<file path="config.mk">
export PLATFORM = sky130hd
export DESIGN_NAME = sar_rd_ctrl
export DESIGN_NICKNAME = d
export VERILOG_FILES = /design/src/rtl/sar_rd_pkg.sv /design/src/rtl/sar_half_div.sv /design/src/rtl/sar_shift_in.sv /design/src/rtl/sar_trig.sv /design/src/rtl/sar_rd_ctrl.sv
export SDC_FILE = /design/constraint.sdc
export NUM_CORES = 1
export LEC_CHECK = 0
export ABC_AREA = 1
export CAP_MARGIN = 25
export CORE_UTILIZATION = 40
export DETAILED_ROUTE_END_ITERATION = 10
export DONT_BUFFER_PORTS = 1
export MAX_ROUTING_LAYER = met4
export PLACE_DENSITY = 0.64
export SLEW_MARGIN = 30
export SYNTH_ARGS = -nofsm -noshare
export SYNTH_HDL_FRONTEND = slang
export SYNTH_SLANG_ARGS = --single-unit
</file>
<file path="constraint.sdc">
create_clock -name clk -period 7.3 [get_ports clk]
set_input_delay 0.365 -clock clk [delete_from_list [all_inputs] [get_ports clk]]
set_output_delay 0.365 -clock clk [all_outputs]
set_load 0.03 [all_outputs]
</file>
<file path="src/rtl/sar_rd_pkg.sv">
package sar_rd_pkg;
  typedef enum logic [1:0] {
    ST_IDLE  = 2'd0,
    ST_RUN   = 2'd1,
    ST_GUARD = 2'd2
  } sar_st_e;
endpackage

</file>
<file path="src/rtl/sar_half_div.sv">
module sar_half_div #(
  parameter int DIV_W    = 12,
  parameter int MIN_HALF = 21,
  parameter int MAX_HALF = 2083
) (
  input  logic             clk,
  input  logic             rst,
  input  logic             run_i,
  input  logic             restart_i,
  input  logic [DIV_W-1:0] div_i,
  output logic             tick_o
);
  logic [DIV_W-1:0] h_eff;
  logic [DIV_W-1:0] h_lat;
  logic [DIV_W-1:0] cnt;

  always_comb begin
    if (div_i < DIV_W'(MIN_HALF))      h_eff = DIV_W'(MIN_HALF);
    else if (div_i > DIV_W'(MAX_HALF)) h_eff = DIV_W'(MAX_HALF);
    else                               h_eff = div_i;
  end

  always_ff @(posedge clk) begin
    if (rst) begin
      h_lat <= DIV_W'(MIN_HALF);
      cnt   <= '0;
    end else if (restart_i) begin
      h_lat <= h_eff;
      cnt   <= h_eff - DIV_W'(1);
    end else if (run_i) begin
      if (cnt == '0) cnt <= h_lat - DIV_W'(1);
      else           cnt <= cnt - DIV_W'(1);
    end
  end

  assign tick_o = run_i && !restart_i && (cnt == '0);
endmodule

</file>
<file path="src/rtl/sar_shift_in.sv">
module sar_shift_in #(
  parameter int DATA_W = 16
) (
  input  logic              clk,
  input  logic              rst,
  input  logic              en_i,
  input  logic              bit_i,
  output logic [DATA_W-1:0] word_o
);
  always_ff @(posedge clk) begin
    if (rst)       word_o <= '0;
    else if (en_i) word_o <= {word_o[DATA_W-2:0], bit_i};
  end
endmodule

</file>
<file path="src/rtl/sar_trig.sv">
module sar_trig #(
  parameter int PER_W = 16
) (
  input  logic             clk,
  input  logic             rst,
  input  logic             clear_i,
  input  logic [PER_W-1:0] period_i,
  output logic             due_o
);
  logic [PER_W-1:0] pcnt;

  always_ff @(posedge clk) begin
    if (rst || clear_i)  pcnt <= '0;
    else if (pcnt != '1) pcnt <= pcnt + PER_W'(1);
  end

  assign due_o = ({1'b0, pcnt} + (PER_W+1)'(1)) >= {1'b0, period_i};
endmodule

</file>
<file path="src/rtl/sar_rd_ctrl.sv">
module sar_rd_ctrl
  import sar_rd_pkg::*;
#(
  parameter int DATA_W   = 16,
  parameter int ACQ_LEN  = 5,
  parameter int DIV_W    = 12,
  parameter int MIN_HALF = 21,
  parameter int MAX_HALF = 2083,
  parameter int PER_W    = 16
) (
  input  logic              clk,
  input  logic              rst,
  input  logic              start_i,
  input  logic              cont_i,
  input  logic [DIV_W-1:0]  div_i,
  input  logic [PER_W-1:0]  period_i,
  input  logic              sdi_i,
  output logic              cs_n_o,
  output logic              sclk_o,
  output logic              busy_o,
  output logic [DATA_W-1:0] data_o,
  output logic              valid_o
);
  localparam int FRAME = ACQ_LEN + 1 + DATA_W;
  localparam int EW    = $clog2(FRAME + 1);

  sar_st_e           st;
  logic [EW-1:0]     edge_cnt;
  logic              gflag;
  logic              tick;
  logic              due;
  logic              fire;
  logic              cap_en;
  logic [DATA_W-1:0] word;

  assign fire   = (st == ST_IDLE) && (start_i || (cont_i && due));
  assign cap_en = (st == ST_RUN) && tick && sclk_o && (edge_cnt >= EW'(ACQ_LEN + 1));

  sar_half_div #(
    .DIV_W(DIV_W), .MIN_HALF(MIN_HALF), .MAX_HALF(MAX_HALF)
  ) u_div (
    .clk(clk), .rst(rst), .run_i(st != ST_IDLE), .restart_i(fire),
    .div_i(div_i), .tick_o(tick)
  );

  sar_shift_in #(.DATA_W(DATA_W)) u_shift (
    .clk(clk), .rst(rst), .en_i(cap_en), .bit_i(sdi_i), .word_o(word)
  );

  sar_trig #(.PER_W(PER_W)) u_trig (
    .clk(clk), .rst(rst), .clear_i(fire), .period_i(period_i), .due_o(due)
  );

  always_ff @(posedge clk) begin
    if (rst) begin
      st       <= ST_IDLE;
      cs_n_o   <= 1'b1;
      sclk_o   <= 1'b0;
      busy_o   <= 1'b0;
      valid_o  <= 1'b0;
      data_o   <= '0;
      edge_cnt <= '0;
      gflag    <= 1'b0;
    end else begin
      valid_o <= 1'b0;
      case (st)
        ST_IDLE: begin
          if (fire) begin
            st       <= ST_RUN;
            cs_n_o   <= 1'b0;
            busy_o   <= 1'b1;
            sclk_o   <= 1'b0;
            edge_cnt <= '0;
          end
        end
        ST_RUN: begin
          if (tick) begin
            if (!sclk_o && (edge_cnt == EW'(FRAME))) begin
              st      <= ST_GUARD;
              cs_n_o  <= 1'b1;
              busy_o  <= 1'b0;
              valid_o <= 1'b1;
              data_o  <= word;
              gflag   <= 1'b0;
            end else begin
              sclk_o <= ~sclk_o;
              if (sclk_o) edge_cnt <= edge_cnt + EW'(1);
            end
          end
        end
        ST_GUARD: begin
          if (tick) begin
            if (gflag) st <= ST_IDLE;
            else       gflag <= 1'b1;
          end
        end
        default: st <= ST_IDLE;
      endcase
    end
  end
endmodule

</file>
# Word level (Yosys, flattened, before mapping)
# Cells that the tools add are included.
[totals]
regBits = 84
latchBits = 0
ramBits = 0
romBits = 0
in_bits = 33
out_inout_bits = 20
elab_cells = 91
mem_count = 0
[classes]
n_addsub = 6
mul = 0
div_mod_pow = 0
magnitude_cmp = 4
eq_ne = 11
shifts = 0
n_mux = 30
bitwise_logic = 3
reduce_logical = 25
[op_table]
columns = ["operator", "count"]
rows = [
  ["$mux W12", 5],
  ["$sub A12 B1 Y12 const B", 3],
  ["$mux W5", 4],
  ["$add A16 B1 Y17 const B", 1],
  ["$ge A17 B16 Y1", 1],
  ["$add A16 B1 Y16 const B", 1],
  ["$ne A16 B16 Y1 const B", 1],
  ["$gt A12 B12 Y1 const B", 1],
  ["$logic_not A12 Y1", 1],
  ["$lt A12 B5 Y1 const B", 1],
  ["$reduce_and A4 Y1", 3],
  ["$mux W1", 10],
  ["$mux W2", 5],
  ["$ne A2 B2 Y1 const B", 5],
  ["$pmux W5 S2", 1],
  ["$reduce_and A5 Y1", 2],
  ["$logic_and A1 B1 Y1", 8],
  ["$pmux W1 S2", 4],
  ["$reduce_bool A2 Y1", 4],
  ["$pmux W2 S3", 1],
  ["$add A5 B1 Y5 const B", 1],
  ["$eq A5 B5 Y1 const B", 1],
  ["$ge A5 B3 Y1 const B", 1],
  ["$ne A2 B1 Y1 const B", 2],
  ["8 further kinds", 12],
]

# Longest topological paths before layout
# Gate-level depths: netlist (run 1).
[logic_depth]
ltp_word = 11
depth_mapped = 31
mapped_depth_nobuf = 31

# Hierarchy
# Synthesis (run 1) repeated with hierarchy kept, for this count alone.
[unflattened]
cells_unflattened = 765
hier_area_um2 = 5026.1
[modules_own_cells]
columns = ["module", "n_inst", "cells_per_inst", "area_per_inst_um2", "seq_area_each_um2"]
rows = [
  ["sar_half_div", 1, 281, 1740.4, 480.5],
  ["sar_trig", 1, 212, 1378.8, 320.3],
  ["sar_rd_ctrl", 1, 171, 1236.2, 560.5],
  ["sar_shift_in", 1, 101, 670.6, 320.3],
]

# Worst setup path before layout (run 1)
# No wires, ideal clock.
[synth_timing]
path_kind = "register to register"
start = "reg u_trig.pcnt[0]"
end = "reg u_div.cnt[8]"
setup_time_ns = 0.109
arrival_time_ns = 3.326
required_ns = 7.191
path_slack_ns = 3.865
path_stages_with_launch = 27
n_path_buf = 0
synth_period_minus_slack_ns = 3.435
path_cell_list = "dfxtp_1 -> nand3_1 -> nor4_1 -> inv_1 -> nor2_1 -> inv_1 -> nor2_1 -> xor2_1 -> inv_1 -> ha_1 -> inv_1 -> or2_2 -> nand3b_1 -> nor2_1 -> nand2_1 -> nand2_2 -> nand2_4 -> nand2_4 -> o21ai_4 -> ha_1 -> nand3_2 -> nor2_4 -> nand2_2 -> o21ai_1 -> nand3_1 -> nand2_1 -> inv_1"
[synth_via]
elab_chain_cells = 6
elab_cells_between_ends = 7
classes_between = "add/sub (1); order compare (1); mux (1); reduce/logical (4)"
[synth_rtl]
columns = ["item", "line", "text"]
rows = [
  ["start, declared", "sar_trig.sv:10", "logic [PER_W-1:0] pcnt;"],
  ["start signal, assigned", "sar_trig.sv:14", "else if (pcnt != '1) pcnt <= pcnt + PER_W'(1);"],
  ["$add A16 B1 Y17 (*)", "sar_trig.sv:17", "assign due_o = ({1'b0, pcnt} + (PER_W+1)'(1)) >= {1'b0, period_i};"],
  ["$ge A17 B16 Y1 (*)", "sar_trig.sv:17", ""],
  ["$logic_and A1 B1 Y1 (*)", "sar_rd_ctrl.sv:36", "assign fire = (st == ST_IDLE) && (start_i || (cont_i && due));"],
  ["$logic_or A1 B1 Y1 (*)", "sar_rd_ctrl.sv:36", ""],
  ["$logic_and A1 B1 Y1 (*)", "sar_rd_ctrl.sv:36", ""],
  ["$mux W12 / $reduce_bool A2 Y1 (equally long branches)", "n/a", ""],
  ["end signal, assigned", "sar_half_div.sv:29", "cnt <= h_eff - DIV_W'(1);"],
  ["end signal, assigned", "sar_half_div.sv:31", "if (cnt == '0) cnt <= h_lat - DIV_W'(1);"],
  ["end signal, assigned", "sar_half_div.sv:32", "else cnt <= cnt - DIV_W'(1);"],
  ["end, declared", "sar_half_div.sv:15", "logic [DIV_W-1:0] cnt;"],
]
# Mark *: on every way between the ends. The rest lies on a longest branch, timed or not.
# A chain may end at the register's enable or synchronous reset.

# Worst setup path in the final report (run 1)
[layout_timing]
start = "reg u_trig.pcnt[0]"
end = "reg u_shift.word_o[11]"
[layout_via]
elab_chain_cells = 11
[layout_rtl]
columns = ["item", "line", "text"]
rows = [
  ["$add A16 B1 Y17", "sar_trig.sv:17", ""],
  ["$ge A17 B16 Y1", "sar_trig.sv:17", ""],
  ["$logic_and A1 B1 Y1", "sar_rd_ctrl.sv:36", ""],
  ["$logic_or A1 B1 Y1", "sar_rd_ctrl.sv:36", ""],
  ["$logic_and A1 B1 Y1", "sar_rd_ctrl.sv:36", ""],
  ["$logic_not A1 Y1", "sar_half_div.sv:36", "assign tick_o = run_i && !restart_i && (cnt == '0);"],
  ["$logic_and A1 B1 Y1 (2 in a row)", "sar_half_div.sv:36", ""],
  ["$logic_and A1 B1 Y1 (3 in a row)", "sar_rd_ctrl.sv:37", "assign cap_en = (st == ST_RUN) && tick && sclk_o && (edge_cnt >= EW'(ACQ_LEN + 1));"],
  ["end signal, assigned", "sar_shift_in.sv:12", "else if (en_i) word_o <= {word_o[DATA_W-2:0], bit_i};"],
  ["end, declared", "sar_shift_in.sv:8", "output logic [DATA_W-1:0] word_o"],
]
# Every way passes these cells.

==> results_dict.tcl, run 1 <==
set metrics [dict create \
    status "completed" \
    cts_buffers 9 \
    synth_cell_types 41 \
    vias 3890 \
    grt_pass1_vias 3640 \
    n_antenna_cell 0 \
    die_area_um2 11900 \
    synth_top_cell_area_share_pct 36.5 \
    peakVddDrop_v 0.000129 \
    drv_slew 0 \
    powerDensity_nw_per_um2 236 \
    period_minus_slack_ns 4.15 \
    start_util_pct 41.7 \
    hold_end "busy_o$_SDFFE_PP0P_" \
    muxShareOfSynthArea_pct 0 \
    syn_to_final_growth_pct 8.37 \
    synthAdderAreaFrac_pct 5.44 \
    slew_headroom_pct 38.9 \
    setup-violations-final 0 \
    end_kind "flip-flop" \
    reg2reg_to "u_shift.word_o[11]$_SDFFE_PP0P_" \
    dpl.hpwl_mm 7.17 \
    yosysMostFrequentCell "inv_1" \
    fin_cells 773 \
    path_clk_slew_ns 0.06 \
    synthXorXnorAreaFrac_pct 2.47 \
    row_count 38 \
    max_freq_mhz 241 \
    yosys.area.top_type "dfxtp_1" \
    required_ns 7.56 \
    antenna_found_initial 0 \
    ctsResizeCount 0 \
    final.setup.tns_ns 0 \
    cts_buffer_depth 2 \
    via_per_inst 5.03 \
    tritoncts "built" \
    rr_startpoint "u_trig.pcnt[0]$_SDFFE_PP0P_" \
    drive_above_1_share_pct 11.1 \
    syn_area_um2 4600 \
    synthArstFlopShare_pct 0 \
    pre_cts_slack_ns 3.16 \
    io_buffers 0 \
    r2r_slack_ns 3.15 \
    rsz0062_at_grt "no" \
    ys_top_cells_by_count "104 x inv_1, 94 x nor2_1, 91 x nand2_1" \
    hold_class "input pin to flip-flop" \
    ant_nets 0 \
    drt-pass1-iter-count 4 \
    synth-seq-cells 84 \
    grt_usage_pct 17.9 \
    start_kind "flip-flop" \
    clock_sinks 84 \
    avgSynthCellArea_um2 7.26 \
    nets 681 \
    holdPathStages 1 \
    avgRoutedWirePerCell_um 12.7 \
    finalWeightedCongestion 0.869 \
    die_x_um 109 \
    worst_ep_arrival_time_ns 4.41 \
    clkLatencyLatePin_ns 0.34 \
    core_um2 11000 \
    cts_root_buf "clkbuf_16" \
    fin_ws_ns 3.15 \
    gr-total-overflow 0 \
    dp.cells 757 \
    syn-instance-count 634 \
    die_h_um 109 \
    synth_compound_area_share_pct 14.8 \
    cts_hold_buf 0 \
    synthSimpleGateAreaFrac_pct 29.7 \
    cp_max_fo 21 \
    htreeDepth 3 \
    ys_top_cells_by_area "dfxtp_1 37%, inv_1 8.5%, nor2_1 7.7%" \
    hold_ws_ns 0.0883 \
    reg2regPathDepth 22 \
    synth_ff_type "dfxtp_1" \
    synth_top_family_by_area "simple AND/OR/NAND/NOR gates" \
    drc 0 \
    min_from "rst" \
    finalHoldViolCount 0 \
    dr.first_iter.drc_count 213 \
    drv_cap 0 \
    skew_ns 0.00848 \
    power_leakage_nw 2.31 \
    yosysWarningCount 0 \
    syn-num-nets 687 \
    worst_pin_slew_ns 0.913 \
    synth_edf_count 0 \
    grt_max_degree 39 \
    totalWireLength_mm 9.84 \
    fin_crit_sh_pct 56.9 \
    grt_pass1_wl_mm 16.2 \
    postCtsSetupBuffers 0 \
    ys_seq_area_share_pct 36.5 \
    crit_type "flip-flop to flip-flop" \
    ios 53 \
]
-- metrics by stage --
step                      power (mW)  util [%]  cell area (um2)
after floorplan                0.713         -             4600
after global placement         0.750      42.6             4700
after detailed placement       0.756      42.6             4700
after CTS                       1.19      45.2             4990
after global routing            1.24      45.2             4990
final                           1.18      45.2             4990
-- cell families (layout without fill, tap and decap cells) --
group | count (synthesis) | in the layout
buffers and inverters | 128 | 127
AND/OR/NAND/NOR | 277 | 277
flip-flops | 84 | 84
XOR/XNOR | 13 | 13
AO/OA/AOI/OAI | 112 | 112
adder cells (fa/ha/maj) | 20 | 20
-- layout by cell type (no fill, tap or decap), types with 5 or more instances in the layout --
cell         n
nor2_4       6
nand3_2      6
nand2_4      6
o22ai_1      9
ha_1        20
inv_2        5
a211oi_1    21
inv_1      104
clkbuf_16    9
nand2_2     13
dfxtp_1     84
a21oi_1     28
xor2_1      11
nor3_1       6
nor2_1      94
nand2_1     91
nand4_1     10
o21ai_0     35
nand3_1     23
-- final cells by class --
type                       count  area, um2
clock buffer                   9        225
inverter                     109        409
fill                        1128       6040
tap                          140        175
clock inverter                 7       60.1
timing repair buffer           2       15.0
multi-input combinational    422       2420
sequential                    84       1680
-- layer usage --
metal | track usage (%) | vias up | share of wire (%)
met5 | - | - | 0
met4 | 8.29 | 0 | 1.7
met3 | 2.81 | 16 | 3.6
met2 | 28.9 | 74 | 45
met1 | 21.9 | 1769 | 49
li1 | - | 2031 | -
-- where the power goes --
group	switching (mW)	total (mW)	internal [mW]
clock	0.193	0.428	0.235
combinational	0.165	0.244	0.0788
sequential	0.0197	0.504	0.484
-- state kept, by name, indices dropped and copies added (netlist names) --
signal,cells
u_div.h_lat,12
valid_o,1
data_o,16
gflag,1
sclk_o,1
u_trig.pcnt,16
edge_cnt,5
cs_n_o,1
u_div.cnt,12
u_shift.word_o,16
st,2
busy_o,1
-- worst max-delay path, cell delays in order (launching register included) --
cell      delay, ns
dfxtp_1        0.39
nand3_1        0.15
nor4_1         0.28
inv_1          0.07
nor2_1         0.21
inv_1          0.09
nor2_1         0.12
xor2_1         0.19
inv_1          0.06
ha_1           0.29
inv_1          0.05
or2_2          0.28
nand3b_1       0.09
nor2_1         0.04
nand2_1        0.07
nand2_2        0.08
nand3_1        0.56
nand2_1        0.24
nor2_1         0.18
nand2_1        0.13
a31oi_4        0.25
nor2_1         0.07
a211oi_1       0.16
-- how the worst max path moves through the flow --
stage | from | to | slack (ns) | depth (start not counted)
global placement | u_trig.pcnt[0]$_SDFFE_PP0P_ | u_div.cnt[8]$_SDFFE_PP0N_ | 3.29 | 27
CTS | u_trig.pcnt[0]$_SDFFE_PP0P_ | u_shift.word_o[12]$_SDFFE_PP0P_ | 3.16 | 22
finish | u_trig.pcnt[0]$_SDFFE_PP0P_ | u_shift.word_o[11]$_SDFFE_PP0P_ | 3.15 | 22
global route | u_trig.pcnt[0]$_SDFFE_PP0P_ | edge_cnt[4]$_SDFFE_PP0P_ | 2.67 | 25
floorplan | u_trig.pcnt[0]$_SDFFE_PP0P_ | u_div.cnt[8]$_SDFFE_PP0N_ | 3.86 | 26
detailed placement | u_trig.pcnt[0]$_SDFFE_PP0P_ | u_shift.word_o[12]$_SDFFE_PP0P_ | 3.16 | 22
No activity file was read; power rests on OpenSTA's default activity.
==> inputs of run 2 (changes only) <==
--- a/config.mk
+++ b/config.mk
@@ -11,7 +11,7 @@
 export DETAILED_ROUTE_END_ITERATION = 10
 export DONT_BUFFER_PORTS = 1
 export MAX_ROUTING_LAYER = met4
-export PLACE_DENSITY = 0.64
+export PLACE_DENSITY = 0.66
 export SLEW_MARGIN = 30
 export SYNTH_ARGS = -nofsm -noshare
 export SYNTH_HDL_FRONTEND = slang
==> constraint.sdc (replaced) <==
create_clock -name clk -period 3.65 [get_ports clk]
set_input_delay 0.1825 -clock clk [delete_from_list [all_inputs] [get_ports clk]]
set_output_delay 0.1825 -clock clk [all_outputs]
set_load 0.03 [all_outputs]
==> run 2 against run 1 <==
Combinational power rose by 140%. First-iteration DRC count fell by 18%. Critical path type unchanged. Wire length rose by 8.8%. Cell area rose by 8.2%. Utilization rose by 3.7 points. Clock power rose by 120%. Global-route usage rose by 1.3 points.
==> results_dict.tcl, run 2 (synthesized netlist as in run 1, its figures left out) <==
set metrics [dict create \
    swShare_pct 32.1 \
    grt_usage_pct 19.2 \
    setup-violations-final 0 \
    pwr-share-seq_pct 39.8 \
    powerDensity_nw_per_um2 470 \
    min_from "div_i[11]" \
    tritoncts "built" \
    row_count 38 \
    hold_ws_ns 0.0317 \
    final_cell_mix "101 x inv_1, 88 x nor2_1, 86 x nand2_1, 81 x dfxtp_1, 34 x o21ai_0" \
    totalWireLength_mm 10.7 \
    combinationalPowerShare_pct 23.1 \
    holdPathStages 2 \
    finalWeightedCongestion 0.887 \
    start_util_pct 41.7 \
    cts_buffer_depth 2 \
    peakVddDrop_v 0.000235 \
    grt_pass1_vias 3878 \
    period_minus_slack_ns 3.58 \
    mostFrequentLayoutCell "inv_1" \
    cts_buffers 9 \
    worst_pin_slew_ns 0.804 \
    vias 4073 \
    slew_headroom_pct 46.3 \
    drv_slew 0 \
    via_per_inst 5.10 \
    skew_ns 0.00514 \
    clock_sinks 84 \
    dr.first_iter.drc_count 174 \
    ios 53 \
    rsz0062_at_grt "yes" \
    wl_met3_um 435 \
    cts_root_buf "clkbuf_16" \
    multi_input_area_um2 2590 \
    max_freq_mhz 279 \
    wl_met2_mm 5.07 \
    drc 0 \
    internal-power_mw 1.72 \
    p_clk_share_pct 37.1 \
    finalHoldViolCount 0 \
    crit_slowest_cell "dfxtp_4" \
    regArea_um2 1690 \
    wl_met1_mm 5.05 \
    top_layer "met4" \
    p_switching_mw 0.815 \
    status "completed" \
    avgRoutedWirePerCell_um 13.4 \
    htreeDepth 3 \
    rr_startpoint "u_trig.pcnt[0]$_SDFFE_PP0P_" \
    post-route-util_pct 48.9 \
    antenna_found_initial 0 \
    power_leakage_nw 2.48 \
    end_kind "flip-flop" \
    n_antenna_cell 0 \
    cp_top_family "simple AND/OR/NAND/NOR gates" \
    fill_cells 1047 \
    hold_end "u_div.h_lat[11]$_SDFFE_PP0N_" \
    ant_nets 0 \
    gr-total-overflow 0 \
    clkLatencyLatePin_ns 0.34 \
    grt_max_degree 37 \
    io_buffers 0 \
    reg_top3 "data_o (16), u_shift.word_o (16), u_trig.pcnt (16)" \
    design_area_um2 5400 \
    syn_to_final_growth_pct 17.3 \
    r2r_slack_ns 0.07 \
    placed_area_um2 4770 \
    die_area_um2 11900 \
    drv_cap 0 \
    die_x_um 109 \
    drt-pass1-iter-count 4 \
    die_h_um 109 \
    path_clk_slew_ns 0.06 \
    required_ns 3.88 \
    crit_type "flip-flop to flip-flop" \
    start_kind "flip-flop" \
    nets 706 \
    cp_num_buf_inv 2 \
    core_um2 11000 \
    crit_path_max_incr_delay_ns 0.37 \
    grt_pass1_wl_mm 17.4 \
    worst_ep_arrival_time_ns 3.81 \
    dpl.hpwl_mm 7.49 \
    hold_class "input pin to flip-flop" \
    reg2regPathDepth 27 \
    cp_max_fo 7 \
    reg2reg_to "u_div.cnt[10]$_SDFFE_PP0N_" \
    fin_crit_sh_pct 98.2 \
    drive_above_1_share_pct 18.8 \
]
## run 2: cell count changes in the layout (fill, tap and decap cells not counted), moves of 4 or more
cell     change
nor2_2       +6
nand2_1      -5
nor2_1       -6
ha_1         -4
buf_4       +21
## run 2: worst max path at each step
stage	start	cells past startpoint	to	slack, ns
floorplan	u_trig.pcnt[0]$_SDFFE_PP0P_	26	u_div.cnt[8]$_SDFFE_PP0N_	0.21
global placement	u_trig.pcnt[0]$_SDFFE_PP0P_	28	u_div.cnt[8]$_SDFFE_PP0N_	0.17
detailed placement	u_trig.pcnt[0]$_SDFFE_PP0P_	27	u_div.cnt[10]$_SDFFE_PP0N_	-0.02
CTS	u_trig.pcnt[5]$_SDFFE_PP0P_	28	u_div.cnt[10]$_SDFFE_PP0N_	0.02
global route	u_trig.pcnt[2]$_SDFFE_PP0P_	28	u_div.cnt[10]$_SDFFE_PP0N_	-0.18
finish	u_trig.pcnt[0]$_SDFFE_PP0P_	27	u_div.cnt[10]$_SDFFE_PP0N_	0.07
## run 2: power by group through the flow
stage	sequential, mW	clock (mW)	combinational, mW
2_1_floorplan	1.02	0	0.408
3_3_place_gp	1.03	0	0.484
3_5_place_dp	1.03	0	0.493
4_1_cts	1.01	0.959	0.507
5_1_grt	1.01	1.00	0.655
6_report	1.01	0.941	0.586
## run 2: stage by stage
step,setup slack [ns],cells,total power [mW],setup TNS [ns]
floorplan,0.215,634,1.43,0
global placement,0.167,766,1.51,0
detailed placement,-0.0213,766,1.52,-0.0227
CTS,0.0157,785,2.47,0
global route,-0.178,798,2.67,-0.990
finish,0.0674,798,2.54,0
## run 2: what timing repair did
item / 4_1_cts / 5_1_grt
pin swaps: 0 / 24
hold buffers: 3 / 0
hold endpoints to repair: 37 / 0
buffers inserted: 0 / 13
gates resized for setup: 1 / 42
endpoints found under the setup margin: 4 / 20
## run 2: final cells by class
class | instances | share of cell area (%)
sequential | 84 | 31.3
clock inverter | 7 | 1.53
tap | 140 | 3.25
inverter | 109 | 7.58
clock buffer | 9 | 4.17
timing repair buffer | 27 | 4.15
multi-input combinational | 422 | 48.0
## run 2: layer usage
layer / vias to the layer above / track usage (%)
met3: 10 / 3.65
met1: 1889 / 23.7
li1: 2089 / -
met5: - / -
met2: 85 / 31.0
met4: 0 / 7.43
